==> src/rtl/rxq_pkg.sv <==
package rxq_pkg;
  localparam int DATA_W = 8;
  localparam int BIT_DONE = 0;
  localparam int BIT_FERR = 3;
  localparam int BIT_CRC  = 4;
  localparam int BIT_HW   = 5;
  localparam int BIT_SOF  = 6;

  typedef struct packed {
    logic sof;
    logic hw;
    logic ferr;
    logic crc;
    logic done;
  } rxq_evt_t;
endpackage

==> src/rtl/rxq_fifo.sv <==
module rxq_fifo #(
  parameter int DEPTH = 12,
  parameter int W = 8,
  localparam int CW = $clog2(DEPTH + 1),
  localparam int PW = (DEPTH > 1) ? $clog2(DEPTH) : 1
) (
  input  logic          clk,
  input  logic          rst,
  input  logic          push,
  input  logic [W-1:0]  din,
  input  logic          pop,
  input  logic          ovf_clr,
  output logic [W-1:0]  head,
  output logic [CW-1:0] count,
  output logic          empty,
  output logic          ovf
);
  localparam logic [CW-1:0] FULL_CNT = CW'(DEPTH);
  localparam logic [PW-1:0] LAST_PTR = PW'(DEPTH - 1);

  logic [W-1:0]  mem [DEPTH];
  logic [PW-1:0] wptr, rptr;
  logic [CW-1:0] cnt_q;
  logic          ovf_q;
  logic          full, pop_ok, push_ok;

  assign empty   = (cnt_q == '0);
  assign full    = (cnt_q == FULL_CNT);
  assign pop_ok  = pop && !empty;
  assign push_ok = push && (!full || pop_ok);

  always_ff @(posedge clk) begin
    if (push_ok) mem[wptr] <= din;
  end

  always_ff @(posedge clk) begin
    if (rst) begin
      wptr  <= '0;
      rptr  <= '0;
      cnt_q <= '0;
    end else begin
      if (push_ok) wptr <= (wptr == LAST_PTR) ? '0 : wptr + 1'b1;
      if (pop_ok)  rptr <= (rptr == LAST_PTR) ? '0 : rptr + 1'b1;
      case ({push_ok, pop_ok})
        2'b10:   cnt_q <= cnt_q + 1'b1;
        2'b01:   cnt_q <= cnt_q - 1'b1;
        default: cnt_q <= cnt_q;
      endcase
    end
  end

  always_ff @(posedge clk) begin
    if (rst)                   ovf_q <= 1'b0;
    else if (push && !push_ok) ovf_q <= 1'b1;
    else if (ovf_clr)          ovf_q <= 1'b0;
  end

  assign head  = mem[rptr];
  assign count = cnt_q;
  assign ovf   = ovf_q;


  count_bound_chk: assert property (@(posedge clk) disable iff (rst)
    cnt_q <= FULL_CNT);

  drop_sets_ovf_chk: assert property (@(posedge clk) disable iff (rst)
    (push && full && !pop) |=> (ovf_q && cnt_q == FULL_CNT));

  empty_pop_hold_chk: assert property (@(posedge clk) disable iff (rst)
    (pop && empty && !push) |=> (cnt_q == '0));
endmodule

==> src/rtl/rxq_frame_len.sv <==
module rxq_frame_len #(
  parameter int HW_BYTE = 9,
  localparam int LW = $clog2(HW_BYTE + 1)
) (
  input  logic clk,
  input  logic rst,
  input  logic sof,
  input  logic byte_vld,
  output logic hw_hit
);
  localparam logic [LW-1:0] HW_CNT  = LW'(HW_BYTE);
  localparam logic [LW-1:0] PRE_CNT = LW'(HW_BYTE - 1);

  logic [LW-1:0] len_q;

  always_ff @(posedge clk) begin
    if (rst)                              len_q <= '0;
    else if (sof)                         len_q <= '0;
    else if (byte_vld && len_q != HW_CNT) len_q <= len_q + 1'b1;
  end

  assign hw_hit = byte_vld && !sof && (len_q == PRE_CNT);


  hw_once_chk: assert property (@(posedge clk) disable iff (rst)
    hw_hit |=> !hw_hit);
endmodule

==> src/rtl/rxq_status.sv <==
module rxq_status
  import rxq_pkg::*;
(
  input  logic         clk,
  input  logic         rst,
  input  rxq_evt_t     evt,
  input  logic         rd_clr,
  output logic [7:0]   status,
  output logic         irq
);
  logic [7:0] set_v;
  logic [7:0] st_q;
  logic       irq_q;
  logic       irq_evt;

  always_comb begin
    set_v           = '0;
    set_v[BIT_SOF]  = evt.sof;
    set_v[BIT_HW]   = evt.hw;
    set_v[BIT_CRC]  = evt.crc;
    set_v[BIT_FERR] = evt.ferr;
    set_v[BIT_DONE] = evt.done;
  end

  assign irq_evt = evt.hw || evt.done;

  always_ff @(posedge clk) begin
    if (rst) begin
      st_q  <= '0;
      irq_q <= 1'b0;
    end else begin
      st_q  <= (rd_clr ? 8'h00 : st_q) | set_v;
      irq_q <= (rd_clr ? 1'b0 : irq_q) | irq_evt;
    end
  end

  assign status = st_q;
  assign irq    = irq_q;


  clear_on_read_chk: assert property (@(posedge clk) disable iff (rst)
    (rd_clr && set_v == '0) |=> (st_q == '0 && !irq_q));

  sof_no_irq_chk: assert property (@(posedge clk) disable iff (rst)
    (evt.sof && !irq_q && !irq_evt) |=> (st_q[BIT_SOF] && !irq_q));

  evt_kept_chk: assert property (@(posedge clk) disable iff (rst)
    irq_evt |=> irq_q);
endmodule

==> src/rtl/rx_irq_ctrl.sv <==
module rx_irq_ctrl
  import rxq_pkg::*;
#(
  parameter int DEPTH = 12,
  parameter int HW_BYTE = 9,
  parameter int ADDR_W = 5,
  parameter logic [ADDR_W-1:0] IRQ_ADDR   = 5'h0C,
  parameter logic [ADDR_W-1:0] FSTAT_ADDR = 5'h1D,
  parameter logic [ADDR_W-1:0] FDATA_ADDR = 5'h1F
) (
  input  logic              clk,
  input  logic              rst,
  input  logic              sof_i,
  input  logic              byte_vld_i,
  input  logic [DATA_W-1:0] byte_i,
  input  logic              eof_i,
  input  logic              frame_err_i,
  input  logic              crc_err_i,
  input  logic              host_rd_i,
  input  logic [ADDR_W-1:0] host_addr_i,
  output logic [DATA_W-1:0] host_rdata_o,
  output logic              irq_o
);
  localparam int CW = $clog2(DEPTH + 1);

  logic              rd_irq, rd_fstat, rd_fdata;
  logic [DATA_W-1:0] head;
  logic [CW-1:0]     count;
  logic              empty, ovf, hw_hit;
  logic [7:0]        status;
  logic [DATA_W-1:0] fstat;
  logic [DATA_W-1:0] rdata_q;
  rxq_evt_t          evt;

  assign rd_irq   = host_rd_i && (host_addr_i == IRQ_ADDR);
  assign rd_fstat = host_rd_i && (host_addr_i == FSTAT_ADDR);
  assign rd_fdata = host_rd_i && (host_addr_i == FDATA_ADDR);

  rxq_fifo #(.DEPTH(DEPTH), .W(DATA_W)) u_fifo (
    .clk     (clk),
    .rst     (rst),
    .push    (byte_vld_i),
    .din     (byte_i),
    .pop     (rd_fdata),
    .ovf_clr (rd_fstat),
    .head    (head),
    .count   (count),
    .empty   (empty),
    .ovf     (ovf)
  );

  rxq_frame_len #(.HW_BYTE(HW_BYTE)) u_len (
    .clk      (clk),
    .rst      (rst),
    .sof      (sof_i),
    .byte_vld (byte_vld_i),
    .hw_hit   (hw_hit)
  );

  always_comb begin
    evt.sof  = sof_i;
    evt.hw   = hw_hit;
    evt.ferr = frame_err_i;
    evt.crc  = crc_err_i;
    evt.done = eof_i;
  end

  rxq_status u_status (
    .clk    (clk),
    .rst    (rst),
    .evt    (evt),
    .rd_clr (rd_irq),
    .status (status),
    .irq    (irq_o)
  );

  always_comb begin
    fstat            = '0;
    fstat[DATA_W-1]  = ovf;
    fstat[CW-1:0]    = count;
  end

  always_ff @(posedge clk) begin
    if (rst) begin
      rdata_q <= '0;
    end else if (host_rd_i) begin
      if (rd_irq)        rdata_q <= status;
      else if (rd_fstat) rdata_q <= fstat;
      else if (rd_fdata) rdata_q <= empty ? '0 : head;
      else               rdata_q <= '0;
    end
  end

  assign host_rdata_o = rdata_q;


  empty_read_zero_chk: assert property (@(posedge clk) disable iff (rst)
    (rd_fdata && empty) |=> (host_rdata_o == '0));

  unmapped_zero_chk: assert property (@(posedge clk) disable iff (rst)
    (host_rd_i && !rd_irq && !rd_fstat && !rd_fdata) |=> (host_rdata_o == '0));
endmodule

==> config.mk <==
export PLATFORM = sky130hd
export DESIGN_NAME = rx_irq_ctrl
export DESIGN_NICKNAME = d
export VERILOG_FILES = /design/src/rtl/rxq_pkg.sv /design/src/rtl/rxq_fifo.sv /design/src/rtl/rxq_frame_len.sv /design/src/rtl/rxq_status.sv /design/src/rtl/rx_irq_ctrl.sv
export SDC_FILE = /design/constraint.sdc
export NUM_CORES = 1
export LEC_CHECK = 0
export BUFFER_PORTS_ARGS = -buffer_cell sky130_fd_sc_hd__buf_4
export CORE_MARGIN = 3
export CORE_UTILIZATION = 65
export DETAILED_ROUTE_END_ITERATION = 10
export HOLD_SLACK_MARGIN = 0.06
export PLACE_DENSITY = 0.86
export SLEW_MARGIN = 20
export SYNTH_ARGS = -nofsm -noshare
export SYNTH_HDL_FRONTEND = slang
export SYNTH_SLANG_ARGS = --single-unit
export TNS_END_PERCENT = 50
==> constraint.sdc <==
create_clock -name clk -period 7.2 [get_ports clk]
set_input_delay 0 -clock clk [delete_from_list [all_inputs] [get_ports clk]]
set_output_delay 0 -clock clk [all_outputs]
set_load 0.02 [all_outputs]
# --- After elaboration in Yosys (flattened, before gate mapping) ---
# Memory sizes are Yosys's and may differ from the RTL's. A register that Yosys moved wholly into a read port is not among the register bits.
# Index checks and enable logic that the tools add are counted.
word_totals:
  register_bits: 34
  ramBits: 96
  in_bits: 21
  elab_cells: 60
  n_memories: 1
mem_list:
  columns: ["name", "words", "width", "rd", "rd_clocked_by_memory_dff", "wr", "line_no", "text"]
  rows:
  - ["u_fifo.mem", 12, 8, 1, 1, 1, "rxq_fifo.sv:21", "logic [W-1:0] mem [DEPTH];"]
classes:
  n_addsub: 5
  n_eq_ne: 10
  n_mux: 15
  n_bitwise: 2
  reduce_logical: 19
op_table:
  columns: ["cell", "n"]
  rows:
  - ["$mux W8", 5]
  - ["$add A4 B1 Y4 const B", 4]
  - ["$eq A4 B4 Y1 const B", 4]
  - ["$mux W4", 4]
  - ["$eq A5 B5 Y1 const B", 2]
  - ["$logic_and A1 B1 Y1", 9]
  - ["$or A8 B7 Y8", 1]
  - ["$pmux W4 S2", 1]
  - ["$eq A5 B4 Y1 const B", 1]
  - ["$mux W1", 5]
  - ["$logic_not A1 Y1", 4]
  - ["$logic_not A4 Y1", 1]
  - ["$ne A4 B4 Y1 const B", 1]
  - ["$reduce_bool A2 Y1", 2]
  - ["$sub A4 B1 Y4 const B", 1]
  - ["$eq A2 B1 Y1 const B", 1]
  - ["$eq A2 B2 Y1 const B", 1]
  - ["$logic_or A1 B1 Y1", 2]
  - ["$reduce_or A2 Y1", 1]
  - ["$or A1 B1 Y1", 1]

# --- Longest topological paths before layout ---
depth:
  depth_word: 8
  depth_mapped: 14
  depth_no_buf: 11

# --- Modules after synthesis ---
# Synthesis repeated with hierarchy kept, for this count alone.
unflattened:
  hier_cells: 389
  hier_area_um2: 5649.2
by_module_without_submodules:
  columns: ["module", "instances", "cells_each", "area_each_um2", "seq_area_each_um2"]
  rows:
  - ["rxq_fifo", 1, 268, 4618.2, 3223.1]
  - ["rx_irq_ctrl", 1, 67, 536.8, 160.2]
  - ["rxq_frame_len", 1, 27, 260.2, 80.1]
  - ["rxq_status", 1, 27, 234.0, 120.1]

# --- Least setup slack after synthesis ---
# OpenSTA, ideal clock, no wires.
synth_path:
  kind: "flip-flop to flip-flop"
  from: "register u_fifo.cnt_q[1] (netlist: u_fifo.count[1])"
  to: "register u_fifo.cnt_q[2] (netlist: u_fifo.count[2])"
  setup_time_ps: 71
  arrival_ps: 2325
  required_ps: 7129
  slack_ps: 4804
  path_stages_with_launch: 15
  n_path_buf: 3
  path_cell_list: "dfxtp_1 buf_2 nor2_1 o2111ai_2 and2_1 buf_2 buf_2 inv_2 ha_1 xor2_1 ha_1 a21oi_1 xnor2_1 or3_1 a21oi_1"
synth_between:
  elab_chain_len: 7
  word_cells_on_any_way: 13
synth_rtl:
  columns: ["element", "line_no", "text"]
  rows:
  - ["from (decl)", "rxq_fifo.sv:23", "logic [CW-1:0] cnt_q;"]
  - ["from (signal assigned)", "rxq_fifo.sv:45", "2'b10: cnt_q <= cnt_q + 1'b1;"]
  - ["from (signal assigned)", "rxq_fifo.sv:46", "2'b01: cnt_q <= cnt_q - 1'b1;"]
  - ["from (signal assigned)", "rxq_fifo.sv:47", "default: cnt_q <= cnt_q;"]
  - ["$logic_not A4 Y1", "rxq_fifo.sv:27", "assign empty = (cnt_q == '0);"]
  - ["$logic_not A1 Y1", "rxq_fifo.sv:29", "assign pop_ok = pop && !empty;"]
  - ["$logic_and A1 B1 Y1", "rxq_fifo.sv:29", null]
  - ["$logic_or A1 B1 Y1", "rxq_fifo.sv:30", "assign push_ok = push && (!full || pop_ok);"]
  - ["$logic_and A1 B1 Y1", "rxq_fifo.sv:30", null]
  - ["$eq A2 B1 Y1 or $eq A2 B2 Y1 (tied branches)", "rxq_fifo.sv:44", "case ({push_ok, pop_ok})"]
  - ["$pmux W4 S2 or $reduce_bool A2 Y1 (tied branches)", null, null]
# Parallel ways exist; a longest one is shown, timed or not.
# A chain may end at the register's enable or synchronous reset.

# --- Final worst setup path ---
layout_path:
  from: "register u_fifo.cnt_q[1] (netlist: u_fifo.count[1])"
  to: "register u_fifo.cnt_q[3] (netlist: u_fifo.count[3])"
layout_between:
  elab_chain_len: 7
  word_cells_on_any_way: 13
layout_rtl:
  columns: ["element", "line_no", "text"]
  rows:
  - ["$logic_not A4 Y1 (*)", "rxq_fifo.sv:27", null]
  - ["$logic_not A1 Y1 (*)", "rxq_fifo.sv:29", null]
  - ["$logic_and A1 B1 Y1 (*)", "rxq_fifo.sv:29", null]
  - ["via u_fifo.pop_ok", "rxq_fifo.sv:25", "logic full, pop_ok, push_ok;"]
  - ["$logic_or A1 B1 Y1", "rxq_fifo.sv:30", null]
  - ["$logic_and A1 B1 Y1", "rxq_fifo.sv:30", null]
  - ["$eq A2 B1 Y1 or $eq A2 B2 Y1 (tied branches)", "rxq_fifo.sv:44", null]
  - ["$pmux W4 S2 or $reduce_bool A2 Y1 (tied branches)", null, null]
# Mark *: on every way through the listed nets, which the timed path passes. The rest lies on a longest branch.

==> implementation parameters <==
Parameter                              Value

Run status
  Run status ... complete, no violations

GRT
  Maximum number of pins on one net before global-route repair ... 32
  Overall fraction of global-route tracks in use ... 28.8%
  Number of global-route vias before repair ... 3553
  Remaining Overflow, GRT ... 0
  Global-route wire length before repair ... 20.2 mm
  Antenna violations before repair ... 0

Routing
  Routed Wire Length ... roughly 13 mm
  Number of vias per cell after detailed routing ... 6.39
  Violation count after the first detailed-routing iteration ... 277
  Via total after detailed routing ... about 3400
  Final antenna-violating net count ... 0
  Wire length per cell ... ~24 µm
  Number of detailed-route iterations in the first pass ... 5
  # DRC ... 0

Finish
  Register area ... about 0.0036 mm²
  Layout Nets ... roughly 450
  Final design instance area without fill ... roughly 0.0065 mm²
  Area of combinational cells with multiple inputs ... between 0.0015 and 0.002 mm²
  Fraction of layout instances using a drive strength above 1 ... between 10% and 20%
  Diodes inserted ... 0
  Area growth from synthesis to final layout ... 20.9%
  FILL cells ... roughly 380

Placement
  Placed Instance Area ... 0.00563 mm²
  HPWL reported at the end of detailed placement ... roughly 7.0 mm
  Number of input and output port buffers inserted ... 29
  Final weighted congestion of routability-driven global placement ... ~0.84

Clock tree
  CTS tree ... built
  Number of cells upsized or downsized after cts ... 0
  Max H-tree Level ... 4
  Buffers from clock root to sink, at most ... 2
  Clock latency of the later-clocked register in the worst-skew pair ... approximately 0.52 ns
  Clock buffers created by TritonCTS ... 17
  Num Clock Sinks ... ~130
  CTS root buf ... clkbuf_8
  Clock transition time at the flip-flop clock pins of the worst setup and hold paths ... approximately 0.06 ns

Setup path
  CP max stage delay ... 0.54 ns
  Crit path capture type ... register
  Crit path launch type ... register
  Crit path max-delay cell type ... or4_1
  Category of the critical setup timing path ... reg2reg
  Worst Path Required ... approximately 7.6 ns
  Cell Chain, Critical Path ... nor4_1 -> or3_1 -> inv_2 -> ha_1 -> mux2i_1 -> a221oi_1 -> or4_1 -> a21oi_1
  Signal arrival time at the worst endpoint ... about 3.3 ns
  CP Max Fanout ... 9

Die
  Die outline width ... 97 µm
  Io pins ... 30
  Core outline area ... 0.00789 mm²
  Die area ... around 0.0094 mm²
  Die Ht ... just under 100 µm
  Starting density of the core ... between 60 and 70%
  Site Rows ... 32

Synth
  Yosys warnings ... 0
  Area fraction of the dominant cell type after synthesis ... 53.6%
  Cell area after synthesis ... roughly 0.0054 mm²
  Post-Syn Nets ... just under 400
  Proportion of synthesized flip-flops having asynchronous set or reset ... 0%
  Proportion of synthesized chip area in sequential cells ... between 60% and 70%
  Leading cell types by total area after synthesis ... edfxtp_1 54%, dfxtp_1 13%, mux4_2 7.5%
  Number of storage elements in the synthesis netlist ... between 100 and 150
  Mean post-synth cell area ... 15.0 µm²
  Prevailing post-synth register cell ... edfxtp_1
  Library cell with the largest summed area after synthesis ... edfxtp_1
  Netlist cell types ... 42
  Most common cell in the synthesized netlist ... edfxtp_1
  Number of flops mapped to enable cells by yosys ... between 90 and 100
  Most frequent cells after synthesis ... 96 x edfxtp_1, 35 x dfxtp_1, 27 x nor2_1, 26 x a21oi_1, 18 x mux4_2
  Gate count after technology mapping ... ~360

Hold path
  Worst min-delay path category ... in2reg

Timing
  Final setup violation count ... 0
  Period utilisation layout ... 40.2%
  Transition time at the pin with the least slew margin ... 0.821 ns
  Clock period minus worst slack ... a little under 3 ns
  Setup repair after global routing missed its margin ... false
  Setup clock skew after layout ... roughly 0.0098 ns
  Final hold violation count ... 0
  Slew Viols, Final ... 0
  Setup TNS ... 0 ns
  Slew margin rel. ... between 40% and 50%
  Highest attainable clock frequency ... about 350 MHz

Power and ir drop
  Power per standard cell area ... between 200 and 300 mW/mm²
  Leakage power summed over all cells ... 2.27 nW
  VDD IR max ... approximately 0.00027 V

Job
  Max-Cap Viols ... 0
[where the power goes]
group          leakage (nW)  internal, mW  switching (mW)
clock                 0.283         0.530           0.333
sequential             1.15         0.822         0.00897
combinational         0.838        0.0336          0.0418
[timing repair]
action	CTS	global route
endpoints found under the setup margin	0	0
hold buffers	28	0
setup buffers	0	0
hold endpoints to repair	131	0
[kinds of logic (layout without fill, tap and decap cells)]
| group | after synthesis | count (layout) | synth area share, % |
|---|---|---|---|
| muxes | 37 | 37 | 12.3 |
| and+or+nand+nor | 83 | 83 | 7.58 |
| DFF | 131 | 131 | 66.6 |
| AOI/OAI and AO/OA | 58 | 58 | 6.95 |
| adders and majority gates | 11 | 11 | 2.56 |
| buffers and inverters | 33 | 106 | 3.09 |
| xor gates and xnor gates | 6 | 6 | 0.976 |
[metal layers]
metal / share of wire (%) / wire, µm / vias to the layer above / global-route usage (%)
li1: - / - / 1500 / -
met1: 38 / 4830 / 1693 / 36.0
met2: 51 / 6500 / 178 / 47.6
met3: 7.1 / 899 / 42 / 8.80
met4: 3.5 / 449 / 0 / 11.1
met5: 0 / 0 / - / 0
[cell usage in the layout, fill, tap and decap left out, drive strengths merged, types with 4 or more instances in the layout]
cell,Yosys,layout
mux4,22,22
a311oi,5,5
nand3,7,7
nor2b,8,8
nand2,14,14
nor2,27,27
a21oi,26,26
o21ai,9,9
ha,11,11
clkbuf,7,17
and3,11,11
edfxtp,96,96
clkinv,1,6
buf,11,31
dlygate4sd3,0,28
inv,14,18
mux2i,15,15
a211o,6,6
nor3,6,6
xor2,4,4
dfxtp,35,35
[per-stage QoR]
step | hold slack, ns | total power [mW] | cells | setup WS [ns] | utilization (%)
finish | 0.126 | 1.77 | 534 | 4.31 | 82.5
CTS | 0.0873 | 1.76 | 534 | 4.52 | 82.5
global route | 0.161 | 1.82 | 534 | 4.23 | 82.5
global placement | 0.204 | 0.903 | 474 | 4.75 | 71.4
detailed placement | 0.218 | 0.907 | 474 | 4.57 | 71.4
floorplan | 0.0774 | 0.878 | 359 | 4.80 | -
[path summary, 6_finish.rpt]
path	from	to	slack, ns	cells past startpoint
min	host_addr_i[3]	host_rdata_o[7]$_SDFFE_PP0P_	0.13	5
max reg2reg	u_fifo.count[1]$_SDFFE_PP0P_	u_fifo.count[3]$_SDFFE_PP0P_	4.31	8
max	u_fifo.count[1]$_SDFFE_PP0P_	u_fifo.count[3]$_SDFFE_PP0P_	4.31	8
min reg2reg	host_rdata_o[0]$_SDFFE_PP0P_	host_rdata_o[0]$_SDFFE_PP0P_	0.45	2
[final cells by class]
type	instances	share of cell area [%]
Clock buffer	17	6.36
Sequential cell	131	55.1
Inverter	15	0.884
Clock inverter	15	2.75
Timing Repair Buffer	59	7.88
Multi-Input combinational cell	195	25.1
Tap cell	102	1.96
[critical path: cells and delay by family, from the launching register on]
| kind | cells | cell delay, ns |
|---|---|---|
| AOI/OAI and AO/OA | 2 | 0.35 |
| adders and majority gates | 1 | 0.30 |
| muxes | 1 | 0.27 |
| and+or+nand+nor | 3 | 1.14 |
| DFF | 1 | 0.51 |
| buffers and inverters | 1 | 0.24 |
[sequential cells by signal (all words and copies together) (netlist names), named ones only]
signal and flops:
u_fifo.ovf 1, u_fifo.count 4, u_len.len_q 4, u_status.status 5
host_rdata_o 8, u_fifo.rptr 4, u_status.irq 1, u_fifo.mem 96
u_fifo.wptr 4
(Power assumes the default switching activity.)
